File: config.mk
export PLATFORM = sky130hd
export DESIGN_NAME = tlbw_top
export DESIGN_NICKNAME = d
export VERILOG_FILES = /design/src/rtl/tlbw_pkg.sv /design/src/rtl/tlbw_store.sv /design/src/rtl/tlbw_walker.sv /design/src/rtl/tlbw_top.sv
export SDC_FILE = /design/constraint.sdc
export NUM_CORES = 1
export LEC_CHECK = 0
export BUFFER_PORTS_ARGS = -buffer_cell sky130_fd_sc_hd__buf_4
export CAP_MARGIN = 20
export CORE_MARGIN = 1.5
export CORE_UTILIZATION = 55
export CTS_CLUSTER_DIAMETER = 40
export DETAILED_ROUTE_END_ITERATION = 8
export HOLD_SLACK_MARGIN = 0.1
export PLACE_DENSITY = 0.74
export SETUP_SLACK_MARGIN = 0.15
export SKIP_LAST_GASP = 1
export SYNTH_ARGS = -nofsm -noshare
export SYNTH_HDL_FRONTEND = slang
export SYNTH_SLANG_ARGS = --single-unit
File: constraint.sdc
create_clock -name clk -period 3 [get_ports clk]
set_input_delay 0.15 -clock clk [delete_from_list [all_inputs] [get_ports clk]]
set_output_delay 0.15 -clock clk [all_outputs]
set_load 0.005 [all_outputs]
File: src/rtl/tlbw_pkg.sv
package tlbw_pkg;
    localparam int LEVELS      = 3;
    localparam int LVL_BITS    = 9;
    localparam int LVL_W       = 2;
    localparam int PTE_W       = 64;
    localparam int PTE_OFF_W   = 3;
    localparam int PTE_PRESENT = 0;
    localparam int PTE_WPROT   = 1;
    localparam int PTE_PPN_LSB = 10;

    typedef enum logic {
        WK_IDLE = 1'b0,
        WK_WAIT = 1'b1
    } wk_state_e;
endpackage

File: src/rtl/tlbw_store.sv
module tlbw_store #(
    parameter int N_ENT = 8,
    parameter int VPN_W = 27,
    parameter int PPN_W = 20
) (
    input  logic             clk,
    input  logic             rst_n,
    input  logic             flush,
    input  logic [VPN_W-1:0] lk_vpn,
    output logic             lk_hit,
    output logic [PPN_W-1:0] lk_ppn,
    output logic             lk_wp,
    input  logic             ins_en,
    input  logic [VPN_W-1:0] ins_vpn,
    input  logic [PPN_W-1:0] ins_ppn,
    input  logic             ins_wp
);
    localparam int PTR_W = (N_ENT > 1) ? $clog2(N_ENT) : 1;

    typedef struct packed {
        logic             v;
        logic [VPN_W-1:0] vpn;
        logic [PPN_W-1:0] ppn;
        logic             wp;
    } ent_t;

    typedef struct packed {
        ent_t [N_ENT-1:0] ent;
        logic [PTR_W-1:0] vic;
    } st_t;

    st_t s_d, s_q;
    logic [N_ENT-1:0] match;
    logic [N_ENT-1:0] vld;

    for (genvar g = 0; g < N_ENT; g++) begin : g_cmp
        assign vld[g]   = s_q.ent[g].v;
        assign match[g] = s_q.ent[g].v && (s_q.ent[g].vpn == lk_vpn);
    end

    assign lk_hit = |match;

    always_comb begin
        lk_ppn = '0;
        lk_wp  = 1'b0;
        for (int i = 0; i < N_ENT; i++) begin
            if (match[i]) begin
                lk_ppn = lk_ppn | s_q.ent[i].ppn;
                lk_wp  = lk_wp | s_q.ent[i].wp;
            end
        end
    end

    always_comb begin
        s_d = s_q;
        if (flush) begin
            for (int i = 0; i < N_ENT; i++) begin
                s_d.ent[i].v = 1'b0;
            end
        end else if (ins_en) begin
            s_d.ent[s_q.vic].v   = 1'b1;
            s_d.ent[s_q.vic].vpn = ins_vpn;
            s_d.ent[s_q.vic].ppn = ins_ppn;
            s_d.ent[s_q.vic].wp  = ins_wp;
            if (s_q.vic == PTR_W'(N_ENT - 1)) begin
                s_d.vic = '0;
            end else begin
                s_d.vic = s_q.vic + 1'b1;
            end
        end
    end

    always_ff @(posedge clk or negedge rst_n) begin
        if (!rst_n) begin
            s_q <= '0;
        end else begin
            s_q <= s_d;
        end
    end

    // at most one slot may ever claim a lookup
    assert_single_match_R8: assert property (@(posedge clk) disable iff (!rst_n)
        $onehot0(match));

    // a base write leaves no slot usable on the next cycle
    assert_flush_empties_R10: assert property (@(posedge clk) disable iff (!rst_n)
        flush |=> (vld == '0));
endmodule

File: src/rtl/tlbw_walker.sv
module tlbw_walker
    import tlbw_pkg::*;
#(
    parameter int VPN_W  = 27,
    parameter int PPN_W  = 20,
    parameter int ADDR_W = 32
) (
    input  logic              clk,
    input  logic              rst_n,
    input  logic              start,
    input  logic [VPN_W-1:0]  start_vpn,
    input  logic              start_store,
    input  logic [PPN_W-1:0]  base_ppn,
    input  logic              flush,
    output logic              busy,
    output logic              mem_req_valid,
    output logic [ADDR_W-1:0] mem_req_addr,
    input  logic              mem_rsp_valid,
    input  logic [PTE_W-1:0]  mem_rsp_data,
    output logic              done,
    output logic              done_np,
    output logic [PPN_W-1:0]  done_ppn,
    output logic              done_wp,
    output logic [VPN_W-1:0]  done_vpn,
    output logic              done_store,
    output logic              ins_en
);
    typedef struct packed {
        wk_state_e        st;
        logic [LVL_W-1:0] lvl;
        logic [VPN_W-1:0] vpn;
        logic             store;
        logic             stale;
    } st_t;

    st_t s_d, s_q;

    logic             pte_present;
    logic [PPN_W-1:0] pte_ppn;
    logic             pte_unused;

    assign pte_present = mem_rsp_data[PTE_PRESENT];
    assign pte_ppn     = mem_rsp_data[PTE_PPN_LSB +: PPN_W];
    assign pte_unused  = ^{mem_rsp_data[PTE_W-1:PTE_PPN_LSB+PPN_W],
                           mem_rsp_data[PTE_PPN_LSB-1:PTE_WPROT+1]};

    function automatic logic [LVL_BITS-1:0] lvl_idx(input logic [VPN_W-1:0] v,
                                                    input logic [LVL_W-1:0] l);
        logic [VPN_W-1:0] sh;
        sh = v >> (LVL_BITS * ((LEVELS - 1) - int'(l)));
        return sh[LVL_BITS-1:0];
    endfunction

    always_comb begin
        s_d           = s_q;
        mem_req_valid = 1'b0;
        mem_req_addr  = '0;
        done          = 1'b0;
        ins_en        = 1'b0;
        case (s_q.st)
            WK_IDLE: begin
                if (start) begin
                    mem_req_valid = 1'b1;
                    mem_req_addr  = {base_ppn, lvl_idx(start_vpn, '0), {PTE_OFF_W{1'b0}}};
                    s_d.st        = WK_WAIT;
                    s_d.lvl       = '0;
                    s_d.vpn       = start_vpn;
                    s_d.store     = start_store;
                    s_d.stale     = flush;
                end
            end
            default: begin
                if (flush) begin
                    s_d.stale = 1'b1;
                end
                if (mem_rsp_valid) begin
                    if (!pte_present) begin
                        done   = 1'b1;
                        s_d.st = WK_IDLE;
                    end else if (s_q.lvl == LVL_W'(LEVELS - 1)) begin
                        done   = 1'b1;
                        ins_en = !(s_q.stale || flush);
                        s_d.st = WK_IDLE;
                    end else begin
                        mem_req_valid = 1'b1;
                        mem_req_addr  = {pte_ppn, lvl_idx(s_q.vpn, s_q.lvl + 1'b1),
                                         {PTE_OFF_W{1'b0}}};
                        s_d.lvl       = s_q.lvl + 1'b1;
                    end
                end
            end
        endcase
    end

    assign busy       = (s_q.st == WK_WAIT);
    assign done_np    = !pte_present;
    assign done_ppn   = pte_ppn;
    assign done_wp    = mem_rsp_data[PTE_WPROT];
    assign done_vpn   = s_q.vpn;
    assign done_store = s_q.store;

    always_ff @(posedge clk or negedge rst_n) begin
        if (!rst_n) begin
            s_q <= '0;
        end else begin
            s_q <= s_d;
        end
    end

    // no new read while the previous one has not returned
    assert_one_read_R9: assert property (@(posedge clk) disable iff (!rst_n)
        (busy && !mem_rsp_valid) |-> !mem_req_valid);

    // a missing entry ends the walk at once
    assert_np_ends_walk_R6: assert property (@(posedge clk) disable iff (!rst_n)
        (done && done_np) |=> !busy);
endmodule

File: src/rtl/tlbw_top.sv
module tlbw_top
    import tlbw_pkg::*;
#(
    parameter int PPN_W = 20,
    parameter int N_ENT = 8
) (
    input  logic                                    clk,
    input  logic                                    rst_n,
    input  logic                                    bp_we,
    input  logic [PPN_W-1:0]                        bp_ppn,
    input  logic                                    req_valid,
    output logic                                    req_ready,
    input  logic [LEVELS*LVL_BITS-1:0]              req_vpn,
    input  logic                                    req_store,
    output logic                                    rsp_valid,
    output logic [PPN_W-1:0]                        rsp_ppn,
    output logic                                    rsp_wp,
    output logic                                    rsp_fault,
    output logic                                    rsp_fault_wp,
    output logic [LEVELS*LVL_BITS-1:0]              rsp_vpn,
    output logic                                    mem_req_valid,
    output logic [PPN_W+LVL_BITS+PTE_OFF_W-1:0]     mem_req_addr,
    input  logic                                    mem_rsp_valid,
    input  logic [PTE_W-1:0]                        mem_rsp_data
);
    localparam int VPN_W  = LEVELS * LVL_BITS;
    localparam int ADDR_W = PPN_W + LVL_BITS + PTE_OFF_W;

    typedef struct packed {
        logic [PPN_W-1:0] bp;
        logic             valid;
        logic [PPN_W-1:0] ppn;
        logic             wp;
        logic             fault;
        logic             fault_wp;
        logic [VPN_W-1:0] vpn;
    } st_t;

    st_t s_d, s_q;

    logic             busy, accept, start;
    logic             lk_hit, lk_wp;
    logic [PPN_W-1:0] lk_ppn;
    logic             done, done_np, done_wp, done_store, ins_en;
    logic [PPN_W-1:0] done_ppn;
    logic [VPN_W-1:0] done_vpn;

    assign req_ready = !busy;
    assign accept    = req_valid && !busy;
    assign start     = accept && !lk_hit;

    tlbw_store #(
        .N_ENT(N_ENT),
        .VPN_W(VPN_W),
        .PPN_W(PPN_W)
    ) u_store (
        .clk    (clk),
        .rst_n  (rst_n),
        .flush  (bp_we),
        .lk_vpn (req_vpn),
        .lk_hit (lk_hit),
        .lk_ppn (lk_ppn),
        .lk_wp  (lk_wp),
        .ins_en (ins_en),
        .ins_vpn(done_vpn),
        .ins_ppn(done_ppn),
        .ins_wp (done_wp)
    );

    tlbw_walker #(
        .VPN_W (VPN_W),
        .PPN_W (PPN_W),
        .ADDR_W(ADDR_W)
    ) u_walker (
        .clk          (clk),
        .rst_n        (rst_n),
        .start        (start),
        .start_vpn    (req_vpn),
        .start_store  (req_store),
        .base_ppn     (s_q.bp),
        .flush        (bp_we),
        .busy         (busy),
        .mem_req_valid(mem_req_valid),
        .mem_req_addr (mem_req_addr),
        .mem_rsp_valid(mem_rsp_valid),
        .mem_rsp_data (mem_rsp_data),
        .done         (done),
        .done_np      (done_np),
        .done_ppn     (done_ppn),
        .done_wp      (done_wp),
        .done_vpn     (done_vpn),
        .done_store   (done_store),
        .ins_en       (ins_en)
    );

    always_comb begin
        s_d       = s_q;
        s_d.valid = 1'b0;
        if (bp_we) begin
            s_d.bp = bp_ppn;
        end
        if (accept && lk_hit) begin
            s_d.valid    = 1'b1;
            s_d.ppn      = lk_ppn;
            s_d.wp       = lk_wp;
            s_d.fault    = req_store && lk_wp;
            s_d.fault_wp = req_store && lk_wp;
            s_d.vpn      = req_vpn;
        end else if (done) begin
            s_d.valid    = 1'b1;
            s_d.ppn      = done_np ? '0 : done_ppn;
            s_d.wp       = !done_np && done_wp;
            s_d.fault    = done_np || (done_store && done_wp);
            s_d.fault_wp = !done_np && done_store && done_wp;
            s_d.vpn      = done_vpn;
        end
    end

    always_ff @(posedge clk or negedge rst_n) begin
        if (!rst_n) begin
            s_q <= '0;
        end else begin
            s_q <= s_d;
        end
    end

    assign rsp_valid    = s_q.valid;
    assign rsp_ppn      = s_q.ppn;
    assign rsp_wp       = s_q.wp;
    assign rsp_fault    = s_q.fault;
    assign rsp_fault_wp = s_q.fault_wp;
    assign rsp_vpn      = s_q.vpn;

    // a hit never reaches memory
    assert_hit_no_read_R2: assert property (@(posedge clk) disable iff (!rst_n)
        (accept && lk_hit) |-> !mem_req_valid);

    // a hit is answered on the following cycle
    assert_hit_answers_R2: assert property (@(posedge clk) disable iff (!rst_n)
        (accept && lk_hit) |=> rsp_valid);

    // a protection fault always reports a protected page
    assert_wp_cause_R7: assert property (@(posedge clk) disable iff (!rst_n)
        (rsp_valid && rsp_fault_wp) |-> (rsp_fault && rsp_wp));

    // refill only on a returned present entry
    assert_install_leaf_R8: assert property (@(posedge clk) disable iff (!rst_n)
        ins_en |-> (mem_rsp_valid && mem_rsp_data[PTE_PRESENT]));
endmodule

==> results of run 1 <==
==> layout make-up <==
type	instances	area, sq um	area share
tap	585	732	0.0249
clock inverter	51	693	0.0236
clock buffer	87	1990	0.0678
sequential	498	12500	0.424
inverter	13	48.8	0.00166
timing repair buffer	325	2910	0.0991
multi-input combinational	1178	10600	0.359
antenna	2	5.00	0.000170
==> power by group through the flow <==
stage | Clock, mW | Combinational (mW) | Sequential (mW)
after floorplan | 0 | 2.82 | 7.78
after global placement | 0 | 4.10 | 8.35
after detailed placement | 0 | 4.19 | 8.38
after CTS | 9.39 | 4.55 | 8.28
after global routing | 9.69 | 4.99 | 8.39
final | 9.33 | 4.70 | 8.33
==> state kept, by name, summed over array words and instances, names as in the netlist <==
register	flops
rsp_fault	1
rsp_fault_wp	1
rsp_ppn	20
rsp_valid	1
rsp_vpn	27
rsp_wp	1
s_q	20
u_store.s_q	395
u_walker.busy	1
u_walker.done_store	1
u_walker.done_vpn	27
u_walker.s_q	3
==> cell families after synthesis <==
group,count (synthesis)
compound gates,206
xor+xnor,216
fa+ha+maj,4
buf+inv,236
flops,498
mux,442
other cells,1
simple gates,307
==> metrics by stage <==
step                cells  setup slack (ns)
CTS                  2731           -0.0489
finish               2739           -0.0780
global placement     2502             0.309
detailed placement   2502             0.296
global route         2737            -0.137
floorplan            1912             0.426
==> placed cells by master (no fill, tap or decap), types with 27 or more instances in the layout <==
| cell type | n |
|---|---|
| dfrtp_1 | 498 |
| mux2_2 | 427 |
| buf_4 | 223 |
| xnor2_1 | 160 |
| clkbuf_16 | 77 |
| dlygate4sd3_1 | 73 |
| nand3_1 | 68 |
| a22o_1 | 64 |
| nand4_1 | 62 |
| nand2_1 | 55 |
| xor2_1 | 54 |
| and2_1 | 30 |
| a221o_1 | 27 |
==> routing by layer <==
metal  global-route usage  routed length (microns)  vias to the layer above  share of wire
li1                     -                        -                     7185              -
met1                0.460                    30600                     8931           0.42
met2                0.510                    33500                      821           0.46
met3               0.0740                     6490                      159          0.089
met4                0.134                     2330                        0          0.032
met5                    0                        0                        -              0
==> path summary, 6_finish.rpt <==
check / from / to / slack (ns)
hold / removal: req_vpn[9] / rsp_vpn[9] / -0.003
hold reg to reg: u_store.s_q[100] / u_store.s_q[100] / 0.49
setup reg to reg: u_store.s_q[289] / u_walker.done_vpn[25] / 0.21
max in group asynchronous: rst_n / u_store.s_q[19] / 1.87
setup / recovery: u_store.s_q[272] / mem_req_addr[3] / -0.08
min in group asynchronous: rst_n / rsp_vpn[6] / 0.16
==> worst max-delay path, cell delays in order, from the launching register on <==
cell and delay (ns):
dfrtp_1 0.38, xor2_1 0.16, nor4_2 0.40, nand4_1 0.24, a2bb2oi_4 0.25, nand2_2 0.15, nor3_4 0.07, buf_8 0.17
buf_12 0.15, a32o_2 0.25, buf_6 0.12
==> timing repair <==
action / 4_1_cts / 5_1_grt
buffers inserted: 14 / 6
resized for setup: 31 / 12
pin swaps: 32 / 13
setup endpoints to repair: 30 / 39
hold endpoints to repair: 358 / 2
gates cloned: 4 / 0
==> metrics.yaml, run 1 <==
status:
  outcome: "finished, violations left"
  violations: "hold timing, setup timing"
grt:
  grt_usage: 0.333
  grt_pass1_wl_mm: 110
  grt_start_max_net_pins: 86
  grt_pass1_vias: 17876
  antenna_found_initial: 2
  grt_overflow: 0
cts:
  numCtsBuffers: 75
  path_clk_slew_ns: 0.05
  cts_tree: "yes"
  holdBufCountCts: 73
  clockBufferDepth: 3
  clock_sinks: 498
  clockRootBuffer: "clkbuf_16"
  clk_latency_ns: 0.61
  h-tree-depth: 3
yosys:
  synthTopCellsByCount: "dfrtp_1 (498), mux2_2 (427), xnor2_1 (162), clkbuf_1 (71), nand3_1 (71)"
  synth_compound_area_frac: 0.0694
  yosys.area.top_type: "dfrtp_1"
  synth_ff_type: "dfrtp_1"
  synth_cell_types: 54
  syn_area_sq_um: 24000
  avgSynthCellArea_sq_um: 12.6
  yosys.area.top_type_share: 0.520
  synth_edf_count: 0
  yosysMostFrequentCell: "dfrtp_1"
  yosys_warnings: 0
  synth_top_family_by_area: "multiplexers"
  yosys.area_share.simple: 0.0708
  yosysSeqAreaShare: 0.520
  syn_inst: 1910
  synthTopCellsByArea: "dfrtp_1 (52%), mux2_2 (20%), xnor2_1 (5.9%)"
  synth-async-reset-ratio: 1.00
  synth_fa_ha_area_frac: 0.00209
  synth_mux_area_frac: 0.210
  ys_ff_latch: 498
  synth_xor_area_frac: 0.0789
placed_design:
  dp_hpwl_mm: 42.1
  gp_congestion: 0.908
  io_buffers: 156
  place_area_sq_um: 25500
min_path:
  min_path_cells: 2
  hold_path.class: "in2reg"
timing:
  hold_violations: 1
  setup_viol: 27
  skew_ns: 0.0269
  max_slew_margin: 0.442
  tightest_slew_ns: 0.837
  grt_setup_unrepaired: "yes"
  fmax_ghz: 0.325
  whs_ns: -0.00309
  min_period_ns: 3.08
  setup_tns_ns: -1.36
  drv_slew: 0
  setup_ws_ns: -0.0780
  finalCritPeriodShare: 1.03
worst_setup_path:
  end_kind: "output pin"
  arrival_ns: 2.93
  critical_path_class: "reg2out"
  r2r_cells: 12
  critPathMaxFanout: 7
  cp.required_ns: 2.85
  cp-start-kind: "flop"
floorplan:
  die_w_microns: 212
  rows: 76
  fp.coreArea_sq_um: 43100
  die_h_microns: 212
  io_pins: 202
  dieArea_sq_um: 44900
  start_util: 0.557
drt:
  drtAntennaViolNets: 0
  viasPerCell: 6.24
  num_vias: 17096
  wirelength_mm: 72.9
  route.detailed.drc: 0
  wl_per_cell_microns: 26.6
  drtIter0Drc: 1668
  first_pass_iters: 6
power:
  internal-power_mw: 15.5
  powerDensity_nw_per_um2: 760
  seqPwrFrac: 0.373
  clockPowerShare: 0.417
  swShare: 0.307
  p_switching_mw: 6.85
  peakVddDrop_mv: 0.445
  combPwrFrac: 0.210
  finalPower_mw: 22.4
  p_leak_nw: 14.0
run:
  drv_cap: 0
layout:
  num-nets-final: 2212
  design_area_sq_um: 29400
  layout-drive-gt1-share: 0.400
  finish.utilization: 0.683
  area_delta_synth_final_pct: 22.7
  n_fill_cell: 3033
Power figures use the tool's default switching activity.
==> run 2: changes to the inputs <==
--- a/config.mk
+++ b/config.mk
@@ -17,4 +17,5 @@
 export SKIP_LAST_GASP = 1
 export SYNTH_ARGS = -nofsm -noshare
 export SYNTH_HDL_FRONTEND = slang
+export SYNTH_HIERARCHICAL = 1
 export SYNTH_SLANG_ARGS = --single-unit
==> run 2 against run 1 <==
Compared with the run above: the flow finishes with violations (setup timing); count of clock-buffer cells in the layout is 13 lower; critical path type unchanged; area after synthesis increased by 5.2%; clock power fell by 25%; sequential power rose by 2%.
==> metrics.yaml, run 2 <==
yosys:
  ys_ff_latch: 498  # unchanged
  syn_inst: 2157  # +13%
  synth-async-reset-ratio: 1.00  # unchanged
  yosys.area.top_type: "dfrtp_1"
  synthTopCellsByArea: "dfrtp_1 (49%), mux2_2 (9.7%), mux2_1 (8.5%)"
  syn_area_sq_um: 25200  # +5.2%
  synth_ff_type: "dfrtp_1"
  avgSynthCellArea_sq_um: 11.7  # -6.8%
  synth_cell_types: 70  # +30%
  synth_edf_count: 0  # unchanged
  yosys.area.top_type_share: 0.494  # -0.0259
  yosysMostFrequentCell: "dfrtp_1"
  yosys_warnings: 6  # +6
  yosysSeqAreaShare: 0.494  # -0.0259
  synthTopCellsByCount: "dfrtp_1 (498), mux2_2 (217), nand2_1 (193), mux2_1 (190), nand4_1 (139)"
layout:
  design_area_sq_um: 29500  # +0.43%
  layout-drive-gt1-share: 0.275  # -0.125
  n_fill_cell: 3262  # +7.6%
  most-common-layout-cells: "dfrtp_1 (498), buf_4 (250), mux2_2 (217), mux2_1 (190), nand2_1 (186)"
  final_common_cell: "dfrtp_1"
  area_delta_synth_final_pct: 17.1
  num-nets-final: 2430  # +9.9%
  n_antenna_cell: 0  # -2
  regMostFlops: "u_store/s_q"
  fin_cells: 2950  # +7.7%
  largest_reg_flops: 395  # unchanged
grt:
  grt_pass1_vias: 19234  # +7.6%
  antenna_found_initial: 2  # unchanged
  grt_overflow: 0  # unchanged
  grt_pass1_wl_mm: 116  # +5.5%
  grt_start_max_net_pins: 89  # +3.5%
  grt_usage: 0.324  # -0.00875
timing:
  min_period_ns: 3.38  # +0.304 ns
  skew_ns: 0.0152  # -0.0117 ns
  whs_ns: 0.141  # +0.144 ns
  setup_ws_ns: -0.382  # -0.304 ns
  hold_violations: 0  # -1
  setup_viol: 30  # +11%
  finalCritPeriodShare: 1.13  # +0.101
  grt_setup_unrepaired: "yes"
  tightest_slew_ns: 0.793  # -0.0434 ns
  fmax_ghz: 0.296  # -9.0%
  max_slew_margin: 0.471  # +0.0290
  drv_slew: 0  # unchanged
drt:
  drtAntennaViolNets: 0  # unchanged
  viasPerCell: 6.30  # +1.0%
  drtIter0Drc: 1947  # +17%
  wirelength_mm: 75.6  # +3.7%
  first_pass_iters: 6  # unchanged
  wl_per_cell_microns: 25.6  # -3.7%
  num_vias: 18597  # +8.8%
  route.detailed.drc: 0  # unchanged
power:
  p_leak_nw: 14.5  # +3.9%
  peakVddDrop_mv: 0.595  # +34%
  powerDensity_nw_per_um2: 675  # -11%
  finalPower_mw: 19.9  # -11%
placed_design:
  dp_slack_ns: 0.0673  # -0.228 ns
  post-place-cells: 2769  # +11%
  gp_congestion: 0.908  # about the same
  io_buffers: 156  # unchanged
  place_area_sq_um: 26700  # +4.7%
  dp_hpwl_mm: 47.5  # +13%
floorplan:
  start_util: 0.557  # +0.000642
  die_h_microns: 217  # +2.6%
  dieArea_sq_um: 47200  # +5.2%
  rows: 78  # +2.6%
  io_pins: 202  # unchanged
  die_w_microns: 217  # +2.6%
  fp.coreArea_sq_um: 45300  # +5.1%
worst_setup_path:
  cp.required_ns: 2.85  # about the same
  arrival_ns: 3.23  # +0.30 ns
  critPathMaxFanout: 21  # +14
  cp-start-kind: "flop"
  critical_path_class: "reg2out"
  end_kind: "output pin"
cts:
  numCtsBuffers: 57  # -24%
  clk_latency_ns: 0.59  # -0.02 ns
  clock_sinks: 498  # unchanged
  cts_tree: "yes"
  h-tree-depth: 2  # -1
  clockBufferDepth: 3  # unchanged
  clockRootBuffer: "clkbuf_16"
  path_clk_slew_ns: 0.06  # about the same
run:
  drv_cap: 0  # unchanged
min_path:
  hold_path.class: "in2reg"
status:
  outcome: "finished, violations left"
  violations: "setup timing"
## run 2: changes by cell type after synthesis, moves of 43 or more
cell / before / now
buf_4: 61 / 113
nand4_1: 62 / 139
nand2_1: 57 / 193
buf_1: 52 / 6
xnor2_1: 162 / 118
a22o_1: 64 / 21
mux2_2: 427 / 217
mux2_1: 6 / 190
## run 2: logic make-up (layout without fill, tap and decap cells)
family / count (synthesis) / after routing / synth area share
other: 1 / 3 / 0.000149
adder cells (fa/ha/maj): 4 / 4 / 0.00198
XOR/XNOR: 216 / 216 / 0.0762
AO/OA/AOI/OAI: 172 / 172 / 0.0493
buffers and inverters: 275 / 466 / 0.0708
multiplexers: 445 / 445 / 0.198
AND/OR/NAND/NOR: 546 / 546 / 0.110
flip-flops: 498 / 498 / 0.494
## run 2: worst max-delay path, stage by stage, from the launching register on
cell       delay [ns]
dfrtp_1          0.40
xor2_1           0.15
nor4_1           0.48
nand4_1          0.30
o22ai_2          0.18
a311oi_2         0.06
o2111ai_1        0.13
buf_4            0.18
nor3b_4          0.05
nor2b_4          0.15
buf_12           0.16
a22o_1           0.26
buf_4            0.14
## run 2: timing repair
| action | 4_1_cts | 5_1_grt |
|---|---|---|
| gates resized for setup | 7 | 16 |
| endpoints found under the setup margin | 45 | 42 |
| setup buffers | 2 | 4 |
| pin swaps | 11 | 3 |
| hold endpoints to repair | 451 | 0 |
| hold buffers | 75 | 0 |
## run 2: power by group
group | internal (mW) | switching [mW]
Combinational | 2.06 | 2.38
Clock | 4.20 | 2.83
Sequential | 7.41 | 1.06
## run 2: worst paths after layout
kind                                   from  cells after the start          endpoint  slack [ns]
max in group asynchronous             rst_n                      3       rsp_ppn[16]        1.87
min in group asynchronous             rst_n                      2       rsp_vpn[11]        0.16
min reg2reg                u_store/s_q[159]                      1  u_store/s_q[159]        0.49
max                        u_store/s_q[129]                     12  mem_req_addr[12]       -0.38
min                              req_vpn[8]                      4        rsp_vpn[8]        0.14
max reg2reg                u_store/s_q[129]                     13   u_walker/s_q[0]        0.13
## run 2: cell type report
type	instances	area [sq um]	area share
clock buffer	74	1600	0.0542
clock inverter	26	310	0.0105
inverter	13	48.8	0.00165
multi-input combinational	1386	11200	0.380
sequential	498	12500	0.422
tap	600	751	0.0254
timing repair buffer	353	3160	0.107
## run 2: metal layers
metal	track usage	up-vias	routed length, microns
met1	0.445	9506	30500
met4	0.126	2	2740
met5	0.0125	-	81
li1	-	7902	-
met3	0.0700	201	7480
met2	0.501	986	34800
## run 2: through the flow
step	util	TNS, ns
after floorplan	-	0
after global placement	0.590	0
after detailed placement	0.590	0
after CTS	0.650	-8.47
after global routing	0.652	-11.82
final	0.652	-10.19
==> run 3: changes to the inputs <==
--- a/config.mk
+++ b/config.mk
@@ -13,7 +13,7 @@
 export DETAILED_ROUTE_END_ITERATION = 8
 export HOLD_SLACK_MARGIN = 0.1
 export PLACE_DENSITY = 0.74
-export SETUP_SLACK_MARGIN = 0.15
+export SETUP_SLACK_MARGIN = 0.02
 export SKIP_LAST_GASP = 1
 export SYNTH_ARGS = -nofsm -noshare
 export SYNTH_HDL_FRONTEND = slang
==> run 3 against run 2 <==
Compared with the run above: the run still ends with setup timing left; clock power is 9.2% higher; non-clock buffer count is 46 higher; sequential share of layout area is 0.95 points lower; worst setup slack worse by 0.025 ns; flip-flop and latch count stayed put; core utilization is 1.5 points higher; maximum frequency is 0.72% lower; die area stayed put; global-route usage is 1.1 points higher; critical path type unchanged.
==> metrics.yaml, run 3 (synthesis gave the netlist of run 2 again) <==
layout:
  area_delta_synth_final_pct: 19.8
  final_common_cell: "dfrtp_1"
  largest_reg_flops: 395  # unchanged
  n_fill_cell: 3176  # -2.6%
  regMostFlops: "u_store/s_q"
  design_area_sq_um: 30200  # +2.3%
  multi_input_area_sq_um: 11300  # +1.1%
  num-nets-final: 2481  # +2.1%
  regArea_sq_um: 12500  # unchanged
  most-common-layout-cells: "dfrtp_1 (498), buf_4 (296), mux2_2 (217), mux2_1 (190), nand2_1 (188)"
  layout-drive-gt1-share: 0.297  # +0.0219
worst_setup_path:
  cp.required_ns: 2.85  # about the same
  critical_path_class: "reg2out"
  cp-start-kind: "flop"
  arrival_ns: 3.26  # +0.03 ns
  end_kind: "output pin"
  critPathMaxFanout: 8  # -62%
  worst-r2r-setup-slack_ns: 0.06  # -0.07 ns
power:
  peakVddDrop_mv: 0.630  # +5.8%
  internal-power_mw: 14.1  # +3.2%
  p_leak_nw: 14.9  # +2.6%
  clockPowerShare: 0.370  # +0.017
  swShare: 0.321  # +0.00633
  p_switching_mw: 6.66  # +6.2%
  combPwrFrac: 0.218  # -0.005
  powerDensity_nw_per_um2: 687  # +1.8%
  finalPower_mw: 20.8  # +4.1%
  seqPwrFrac: 0.412  # -0.013
timing:
  setup_viol: 30  # unchanged
  setup_ws_ns: -0.407  # -0.0247 ns
  max_slew_margin: 0.335  # -0.136
  skew_ns: 0.0154  # +0.000202 ns
  drv_slew: 0  # unchanged
  finalCritPeriodShare: 1.14  # +0.00822
  tightest_slew_ns: 0.998  # +0.204 ns
  grt_setup_unrepaired: "yes"
  hold_violations: 0  # unchanged
  min_period_ns: 3.41  # +0.0247 ns
  fmax_ghz: 0.294  # -0.72%
floorplan:
  start_util: 0.557  # unchanged
  fp.coreArea_sq_um: 45300  # unchanged
  io_pins: 202  # unchanged
  rows: 78  # unchanged
  die_w_microns: 217  # unchanged
  die_h_microns: 217  # unchanged
  dieArea_sq_um: 47200  # unchanged
run:
  drv_cap: 0  # unchanged
cts:
  clk_latency_ns: 0.61  # +0.02 ns
  clock_sinks: 498  # unchanged
  numCtsBuffers: 61  # +7.0%
  h-tree-depth: 2  # unchanged
  clockBufferDepth: 3  # unchanged
  cts_tree: "yes"
  path_clk_slew_ns: 0.06  # about the same
  clockRootBuffer: "clkbuf_16"
status:
  violations: "setup timing"
  outcome: "finished, violations left"
grt:
  grt_pass1_wl_mm: 119  # +3.0%
  grt_overflow: 0  # unchanged
  grt_pass1_vias: 19655  # +2.2%
  top_usage_layer: "met2"
  grt_start_max_net_pins: 115  # +29%
  grt_use_met3: 0.0737  # +0.00363
  grtUsageMet1: 0.455  # +0.00951
  grt_usage: 0.335  # +0.0110
  antenna_found_initial: 0  # -2
  use_met2: 0.521  # +0.0197
drt:
  num_vias: 19142  # +2.9%
  wl_per_cell_microns: 26.2  # +2.2%
  route.detailed.drc: 0  # unchanged
  wirelength_mm: 79.0  # +4.4%
  viasPerCell: 6.35  # +0.71%
  drtIter0Drc: 2027  # +4.1%
  drtAntennaViolNets: 0  # unchanged
  first_pass_iters: 5  # -1
placed_design:
  io_buffers: 156  # unchanged
  gp_congestion: 0.923  # +1.6%
  dp_hpwl_mm: 48.9  # +2.9%
  place_area_sq_um: 27000  # +0.84%
min_path:
  hold_path.class: "in2reg"
run 3: timing repair:
| action | 4_1_cts | 5_1_grt |
|---|---|---|
| pin swaps | 23 | 12 |
| setup buffers | 9 | 5 |
| gates resized for setup | 32 | 4 |
| endpoints found under the hold margin | 367 | 0 |
| setup endpoints to repair | 57 | 31 |
| hold buffers | 78 | 0 |
| gates cloned | 1 | 0 |
run 3: through the flow:
stage / utilization / instances / hold WS (ns) / setup WS [ns] / setup TNS [ns]
2_1_floorplan: - / 2159 / -0.146 / 0.0724 / 0
3_3_place_gp: 0.595 / 2806 / 0.323 / -0.122 / -2.67
3_5_place_dp: 0.595 / 2806 / 0.333 / -0.265 / -9.11
4_1_cts: 0.666 / 3009 / 0.119 / -0.281 / -7.45
5_1_grt: 0.667 / 3012 / 0.158 / -0.491 / -12.59
6_report: 0.667 / 3015 / 0.146 / -0.407 / -10.13
run 3: path summary, 6_finish.rpt:
kind,cells after the start,start,endpoint
worst max-delay path,11,u_store/s_q[285],mem_req_addr[29]
worst min-delay path,4,req_vpn[3],rsp_vpn[3]
worst max register to register,14,u_store/s_q[285],u_walker/s_q[29]
worst min register to register,1,u_store/s_q[166],u_store/s_q[166]
max in group asynchronous,3,rst_n,u_store/s_q[363]
min in group asynchronous,2,rst_n,rsp_vpn[10]
run 3: area by class of cell:
cell class	instances	share of cell area
sequential	498	0.412
multi-input combinational	1387	0.375
timing repair buffer	399	0.115
clock buffer	77	0.0572
tap	600	0.0248
clock inverter	38	0.0135
inverter	13	0.00161
antenna	3	0.000248
run 3: per-layer routing:
layer / up-vias / routed length [microns]
met5: - / 0
met4: 0 / 3060
met3: 231 / 7550
met2: 1121 / 36100
met1: 9781 / 32300
li1: 8009 / -
run 3: power by group through the flow:
stage | clock network [mW] | logic (mW) | registers, mW
after detailed placement | 0 | 4.14 | 8.60
after global placement | 0 | 4.06 | 8.57
after floorplan | 0 | 3.32 | 7.89
final | 7.68 | 4.52 | 8.55
after global routing | 8.00 | 4.82 | 8.61
after CTS | 7.71 | 4.40 | 8.49
run 3: critical path, stage by stage, from the launching register on:
cell	delay (ns)
dfrtp_1	0.40
xnor2_1	0.14
nand4_1	0.24
nor4_4	0.09
buf_4	0.17
a311oi_2	0.31
o2111ai_4	0.23
nor3b_4	0.30
nor2b_4	0.27
buf_6	0.18
a22o_1	0.17
buf_4	0.13
